$ cat config.mk
export PLATFORM = sky130hd
export DESIGN_NAME = rom_crc_scanner
export DESIGN_NICKNAME = d
export VERILOG_FILES = /design/src/rtl/rcs_pkg.sv /design/src/rtl/rcs_crc_step.sv /design/src/rtl/rcs_crc_acc.sv /design/src/rtl/rcs_scan_ctrl.sv /design/src/rtl/rcs_verdict.sv /design/src/rtl/rom_crc_scanner.sv
export SDC_FILE = /design/constraint.sdc
export NUM_CORES = 1
export LEC_CHECK = 0
export BUFFER_PORTS_ARGS = -buffer_cell sky130_fd_sc_hd__buf_2
export CAP_MARGIN = 20
export CORE_AREA = 3 3 69 71
export CTS_CLUSTER_DIAMETER = 30
export DETAILED_ROUTE_END_ITERATION = 12
export DIE_AREA = 0 0 72 74
export GPL_TIMING_DRIVEN = 1
export MAX_ROUTING_LAYER = met4
export PLACE_DENSITY = 0.77
export SYNTH_ARGS = -nofsm -noshare
export SYNTH_HDL_FRONTEND = slang
export SYNTH_SLANG_ARGS = --single-unit
export TNS_END_PERCENT = 1
$ cat constraint.sdc
create_clock -name clk_i -period 2.7 [get_ports clk_i]
set_clock_uncertainty 0.05 [all_clocks]
set_input_delay 0.54 -clock clk_i [delete_from_list [all_inputs] [get_ports clk_i]]
set_output_delay 0.54 -clock clk_i [all_outputs]
set_load 0.01 [all_outputs]
$ cat src/rtl/rcs_pkg.sv
package rcs_pkg;
  localparam int unsigned CRC_W = 16;
  localparam logic [CRC_W-1:0] CRC_POLY = 16'h1021;
  localparam logic [CRC_W-1:0] CRC_SEED = 16'hFFFF;

  typedef enum logic [1:0] {
    ST_IDLE = 2'd0,
    ST_SCAN = 2'd1,
    ST_GAP  = 2'd2,
    ST_DONE = 2'd3
  } scan_state_e;
endpackage

$ cat src/rtl/rcs_crc_step.sv
module rcs_crc_step #(
  parameter int unsigned DATA_W = 16,
  parameter int unsigned CRC_W  = 16,
  parameter logic [CRC_W-1:0] POLY = 16'h1021
) (
  input  logic [CRC_W-1:0]  crc_i,
  input  logic [DATA_W-1:0] data_i,
  output logic [CRC_W-1:0]  crc_o
);
  logic [CRC_W-1:0] chain [DATA_W+1];

  assign chain[0] = crc_i;

  for (genvar g = 0; g < DATA_W; g++) begin : g_bit
    logic fb;
    assign fb = chain[g][CRC_W-1] ^ data_i[DATA_W-1-g];
    assign chain[g+1] = {chain[g][CRC_W-2:0], 1'b0} ^ (fb ? POLY : '0);
  end

  assign crc_o = chain[DATA_W];
endmodule

$ cat src/rtl/rcs_crc_acc.sv
module rcs_crc_acc #(
  parameter int unsigned DATA_W = 16
) (
  input  logic                      clk_i,
  input  logic                      rst_ni,
  input  logic                      clear_i,
  input  logic                      step_i,
  input  logic [DATA_W-1:0]         data_i,
  output logic [rcs_pkg::CRC_W-1:0] crc_o
);
  import rcs_pkg::*;

  logic [CRC_W-1:0] crc_q, crc_nxt;

  rcs_crc_step #(
    .DATA_W (DATA_W),
    .CRC_W  (CRC_W),
    .POLY   (CRC_POLY)
  ) u_step (
    .crc_i  (crc_q),
    .data_i (data_i),
    .crc_o  (crc_nxt)
  );

  always_ff @(posedge clk_i or negedge rst_ni) begin
    if (!rst_ni)      crc_q <= CRC_SEED;
    else if (clear_i) crc_q <= CRC_SEED;
    else if (step_i)  crc_q <= crc_nxt;
  end

  assign crc_o = crc_q;
endmodule

$ cat src/rtl/rcs_scan_ctrl.sv
module rcs_scan_ctrl #(
  parameter int unsigned ADDR_W      = 6,
  parameter int unsigned BLOCK_WORDS = 8,
  parameter int unsigned PROG_W      = 4
) (
  input  logic              clk_i,
  input  logic              rst_ni,
  input  logic              restart_i,
  input  logic              periodic_en_i,
  input  logic              grant_i,
  output logic              req_o,
  output logic [ADDR_W-1:0] addr_o,
  output logic [PROG_W-1:0] progress_o,
  output logic              start_o,
  output logic              step_o,
  output logic              cmp_o
);
  import rcs_pkg::*;

  localparam int unsigned BLK_W = (BLOCK_WORDS > 1) ? $clog2(BLOCK_WORDS) : 1;
  localparam logic [ADDR_W-1:0] LAST_ADDR = {ADDR_W{1'b1}};
  localparam logic [BLK_W-1:0]  BLK_END   = BLK_W'(BLOCK_WORDS - 1);

  scan_state_e      state_q, state_d;
  logic [ADDR_W-1:0] addr_q, addr_d;
  logic [BLK_W-1:0]  blk_q, blk_d;
  logic [PROG_W-1:0] prog_q, prog_d;
  logic consume, is_last, start;

  assign req_o   = (state_q == ST_SCAN);
  assign consume = req_o && grant_i && !restart_i;
  assign is_last = (addr_q == LAST_ADDR);
  assign start   = restart_i || ((state_q == ST_DONE) && periodic_en_i);

  always_comb begin
    state_d = state_q;
    addr_d  = addr_q;
    blk_d   = blk_q;
    prog_d  = prog_q;
    if (start) begin
      state_d = ST_SCAN;
      addr_d  = '0;
      blk_d   = '0;
      prog_d  = '0;
    end else begin
      unique case (state_q)
        ST_SCAN: if (consume) begin
          if (is_last) begin
            state_d = ST_DONE;
            prog_d  = prog_q + 1'b1;
          end else begin
            addr_d = addr_q + 1'b1;
            if (blk_q == BLK_END) begin
              state_d = ST_GAP;
              blk_d   = '0;
              prog_d  = prog_q + 1'b1;
            end else begin
              blk_d = blk_q + 1'b1;
            end
          end
        end
        ST_GAP:  state_d = ST_SCAN;
        default: ;
      endcase
    end
  end

  always_ff @(posedge clk_i or negedge rst_ni) begin
    if (!rst_ni) begin
      state_q <= ST_IDLE;
      addr_q  <= '0;
      blk_q   <= '0;
      prog_q  <= '0;
    end else begin
      state_q <= state_d;
      addr_q  <= addr_d;
      blk_q   <= blk_d;
      prog_q  <= prog_d;
    end
  end

  assign addr_o     = addr_q;
  assign progress_o = prog_q;
  assign start_o    = start;
  assign step_o     = consume && !is_last;
  assign cmp_o      = consume && is_last;
endmodule

$ cat src/rtl/rcs_verdict.sv
module rcs_verdict #(
  parameter int unsigned DATA_W = 16
) (
  input  logic                      clk_i,
  input  logic                      rst_ni,
  input  logic                      restart_i,
  input  logic                      fail_clr_i,
  input  logic                      cmp_i,
  input  logic [rcs_pkg::CRC_W-1:0] crc_i,
  input  logic [DATA_W-1:0]         ref_i,
  output logic                      done_o,
  output logic                      pass_o,
  output logic                      fail_o
);
  import rcs_pkg::*;

  logic done_q, pass_q, fail_q, match;

  assign match = (ref_i[CRC_W-1:0] == crc_i);

  always_ff @(posedge clk_i or negedge rst_ni) begin
    if (!rst_ni) begin
      done_q <= 1'b0;
      pass_q <= 1'b0;
      fail_q <= 1'b0;
    end else begin
      done_q <= cmp_i;
      if (restart_i)  pass_q <= 1'b0;
      else if (cmp_i) pass_q <= match;
      // a new mismatch outranks a clear in the same cycle
      fail_q <= (fail_q && !fail_clr_i) || (cmp_i && !match);
    end
  end

  assign done_o = done_q;
  assign pass_o = pass_q;
  assign fail_o = fail_q;
endmodule

$ cat src/rtl/rom_crc_scanner.sv
module rom_crc_scanner #(
  parameter int unsigned ADDR_W      = 6,
  parameter int unsigned DATA_W      = 16,
  parameter int unsigned BLOCK_WORDS = 8,
  parameter int unsigned PROG_W      = $clog2(((1 << ADDR_W) + BLOCK_WORDS - 1) / BLOCK_WORDS + 1)
) (
  input  logic              clk_i,
  input  logic              rst_ni,
  input  logic              restart_i,
  input  logic              periodic_en_i,
  input  logic              grant_i,
  input  logic              fail_clr_i,
  input  logic [DATA_W-1:0] rom_data_i,
  output logic              req_o,
  output logic [ADDR_W-1:0] rom_addr_o,
  output logic [PROG_W-1:0] progress_o,
  output logic              done_o,
  output logic              pass_o,
  output logic              fail_o
);
  import rcs_pkg::*;

  logic start, step, cmp;
  logic [CRC_W-1:0] crc;

  rcs_scan_ctrl #(
    .ADDR_W      (ADDR_W),
    .BLOCK_WORDS (BLOCK_WORDS),
    .PROG_W      (PROG_W)
  ) u_ctrl (
    .clk_i         (clk_i),
    .rst_ni        (rst_ni),
    .restart_i     (restart_i),
    .periodic_en_i (periodic_en_i),
    .grant_i       (grant_i),
    .req_o         (req_o),
    .addr_o        (rom_addr_o),
    .progress_o    (progress_o),
    .start_o       (start),
    .step_o        (step),
    .cmp_o         (cmp)
  );

  rcs_crc_acc #(.DATA_W(DATA_W)) u_crc (
    .clk_i   (clk_i),
    .rst_ni  (rst_ni),
    .clear_i (start),
    .step_i  (step),
    .data_i  (rom_data_i),
    .crc_o   (crc)
  );

  rcs_verdict #(.DATA_W(DATA_W)) u_verdict (
    .clk_i      (clk_i),
    .rst_ni     (rst_ni),
    .restart_i  (restart_i),
    .fail_clr_i (fail_clr_i),
    .cmp_i      (cmp),
    .crc_i      (crc),
    .ref_i      (rom_data_i),
    .done_o     (done_o),
    .pass_o     (pass_o),
    .fail_o     (fail_o)
  );
endmodule

==> results.tsv <==
metric	value	unit
post-route-cell-area	2630	um^2
synth_edf_count	0	
final_nets	280	
hold_ws	0.269	ns
multi_input_comb_area	1340	um^2
maxCapViolCount	0	
post_synth_xor_area_fraction	32.6	%
cts-resized-gates	0	
ys_seq_area_share	38.6	%
crit_cells	5	
global_route_wire_length_before_repair	7.58	mm
cp_slowest_stage_delay	0.56	ns
vias_per_cell	5.38	
hold_buffers	0	
rsz0062_at_grt	no	
crit_required	2.86	ns
worst_slew_pin_slew	0.750	ns
synth_adder_area_share	3.88	%
syn_inst	208	
synth_cell_type_count	38	
tns	0	ns
crit_family	XOR/XNOR gates	
layout-area-overhead-vs-synth	16.8	%
placement.io_buffers	35	
routed-via-count	1637	
crit_fanout	4	
startpoint_type	flop	
power.static_leakage	1.28	nW
cp_capture_type	flop	
report.final.setup_viol	0	
ranking_of_synthesized_cells_by_instance_count	33 x xnor2_1, 21 x nor2_1, 19 x a21oi_1	
first_iter_violations	110	
r2r_slack	0.53	ns
die_y	74	um
synth_top_family_by_area	XOR/XNOR gates	
global_route.overflow_total	0	
drtAntennaViolNets	0	
dp_hpwl	3.44	mm
std_cell_rows	24	
power.total	2.96	mW
initial_antenna_violation_count	0	
final.fill_count	344	
muxShareOfSynthArea	0.888	%
pin_count_of_the_biggest_net_entering_global_routing	35	
synth_top_cell_by_area	dfrtp_1	
groute.usage.overall	19.3	%
power-per-cell-area	1120	nW/um^2
seqCellArea	871	um^2
drt_wl_total	4.60	mm
post-place-cells	296	
synthSimpleGateAreaFrac	11.7	%
post_layout_nonfiller_instances	304	
clock_tree.root_cell	clkbuf_8	
number_of_placed_i_o_pins	36	
count_of_tritonroute_iterations_in_the_first_routing_pass	4	
finalCoreUtilization	61.3	%
drcViolationCount	0	
initial_cell_density_of_the_core	52.5	%
antennaDiodeCount	0	
ys.warnings.count	0	
ir_worst_vdd	428	uV
timing_worst_setup_path_type	flop to flop	
placement.setup.worst_slack	0.395	ns
syn_area_per_cell	10.8	um^2
clock_latency	0.29	ns
post_route_cells_drive_above_1_share	27.8	%
dpl_cell_area	2520	um^2
r2r.worst_path.cells	5	
synth_ff_type	dfrtp_1	
grt_pass1_vias	1657	
cts.htree.levels	2	
clk_transition_reported_paths	0.07	ns
status	completed	
synth_top_cells_by_area	dfrtp_1 20%, dfstp_2 19%, xnor2_1 13%, xnor3_1 6.0%, a21oi_1 4.2%	
critical-path-slowest-cell	xor3_1	
hold_path_class	input pin to asynchronous set/reset pin	
critPathBufInv	0	
path_common_cell	xor3_1	
chipWidth	72	um
yosys.cell_count.top_type	xnor2_1	
place.gp.congestion	0.816	
crit-reg2reg-launch	u_crc.crc_o[6]	
floorplan.die_area	5330	um^2
synthesis.area	2250	um^2
slew-limit-headroom	50.0	%
cts_buffers	5	
coreArea	4290	um^2
synth_compound_area_share	10.3	%
tritoncts_num_sinks	34	
cts_tree	yes	
drv_slew	0	
post-cts-setup-buffer-count	0	
critical_path.reg2reg.endpoint	u_crc.crc_o[7]	
ys_seq_elements	34	
crit_path_cell_trace	xor2_1 > xor3_1 > xor3_1 > and3_1 > a21oi_1	
syn-num-nets	237	
hold_viol	0	
crit_path_arrival_time	2.34	ns
ys_async_sr_fraction	100	%
achievable-frequency	0.460	GHz
layout_min_cycle_time	2.17	ns
maximum_root_to_sink_buffer_count	2	
final_critical_path_setup_slack	0.526	ns
netlist.area_leader.share	20.0	%
route.detailed.wl_per_inst	15.1	um
fin_crit_sh	80.5	%
-- area by class of cell --
| cell class | instances | share of cell area [%] |
|---|---|---|
| clock buffers | 7 | 3.28 |
| clock inverters | 1 | 1.14 |
| inverters | 8 | 1.14 |
| multi-input cells | 162 | 50.8 |
| flip-flops and latches | 34 | 33.1 |
| well taps | 52 | 2.47 |
| repair buffers | 40 | 8.08 |
-- power breakdown --
group / total, mW / internal (mW) / switching (mW) / leakage, nW
logic: 1.69 / 0.932 / 0.759 / 0.803
clock network: 0.483 / 0.301 / 0.182 / 0.0585
registers: 0.785 / 0.680 / 0.104 / 0.413
total: 2.96 / 1.91 / 1.05 / 1.28
-- state kept, by name, summed over array words and instances, names as in the netlist --
name               cells
u_crc.crc_o           16
u_ctrl.addr_o          6
u_ctrl.blk_q           3
u_ctrl.progress_o      4
u_ctrl.state_q         2
u_verdict.done_o       1
u_verdict.fail_o       1
u_verdict.pass_o       1
-- worst max-delay path by stage --
| stage | start | end | slack [ns] |
|---|---|---|---|
| final | u_crc.crc_o[6] | u_crc.crc_o[7] | 0.53 |
| after global routing | u_crc.crc_o[6] | u_crc.crc_o[7] | 0.45 |
| after CTS | u_crc.crc_o[6] | u_crc.crc_o[7] | 0.50 |
| after detailed placement | rom_data_i[10] | u_crc.crc_o[7] | 0.39 |
| after global placement | rom_data_i[6] | u_crc.crc_o[7] | 0.49 |
| after floorplan | rom_data_i[12] | u_crc.crc_o[9] | 0.54 |
-- cell families after synthesis --
| group | count (synthesis) |
|---|---|
| buf+inv | 12 |
| fa+ha+maj | 7 |
| xor+xnor | 59 |
| flops | 34 |
| mux | 2 |
| compound gates | 40 |
| simple gates | 54 |
-- metal layers --
metal  vias to the layer above  GRT usage [%]  routed length, um
met3                         6           5.00                203
met1                       797           24.5               2090
li1                        799              -                  -
met5                         -              -                  0
met2                        35           30.6               2260
met4                         0           6.05                 57
-- worst reg2reg max path, cell delays in order, from the launching register on --
cell	delay, ns
dfstp_2	0.54
xor2_1	0.19
xor3_1	0.56
xor3_1	0.43
and3_1	0.20
a21oi_1	0.13
-- placed cells by master, fill, tap and decap left out, types with 4 or more instances in the layout --
master    netlist  routed
xnor3_1         6       6
inv_1           8       8
a21oi_1        19      19
o21ai_0        11      11
buf_2           0      35
nor2_1         21      21
xor3_1          4       4
dfrtp_1        18      18
nand4_1         4       4
nand2_1        11      11
dfstp_2        16      16
clkbuf_8        0       6
xnor2_1        33      33
ha_1            7       7
xor2_1         10      10
buf_4           0       5
No activity file was read; power rests on OpenSTA's default activity.
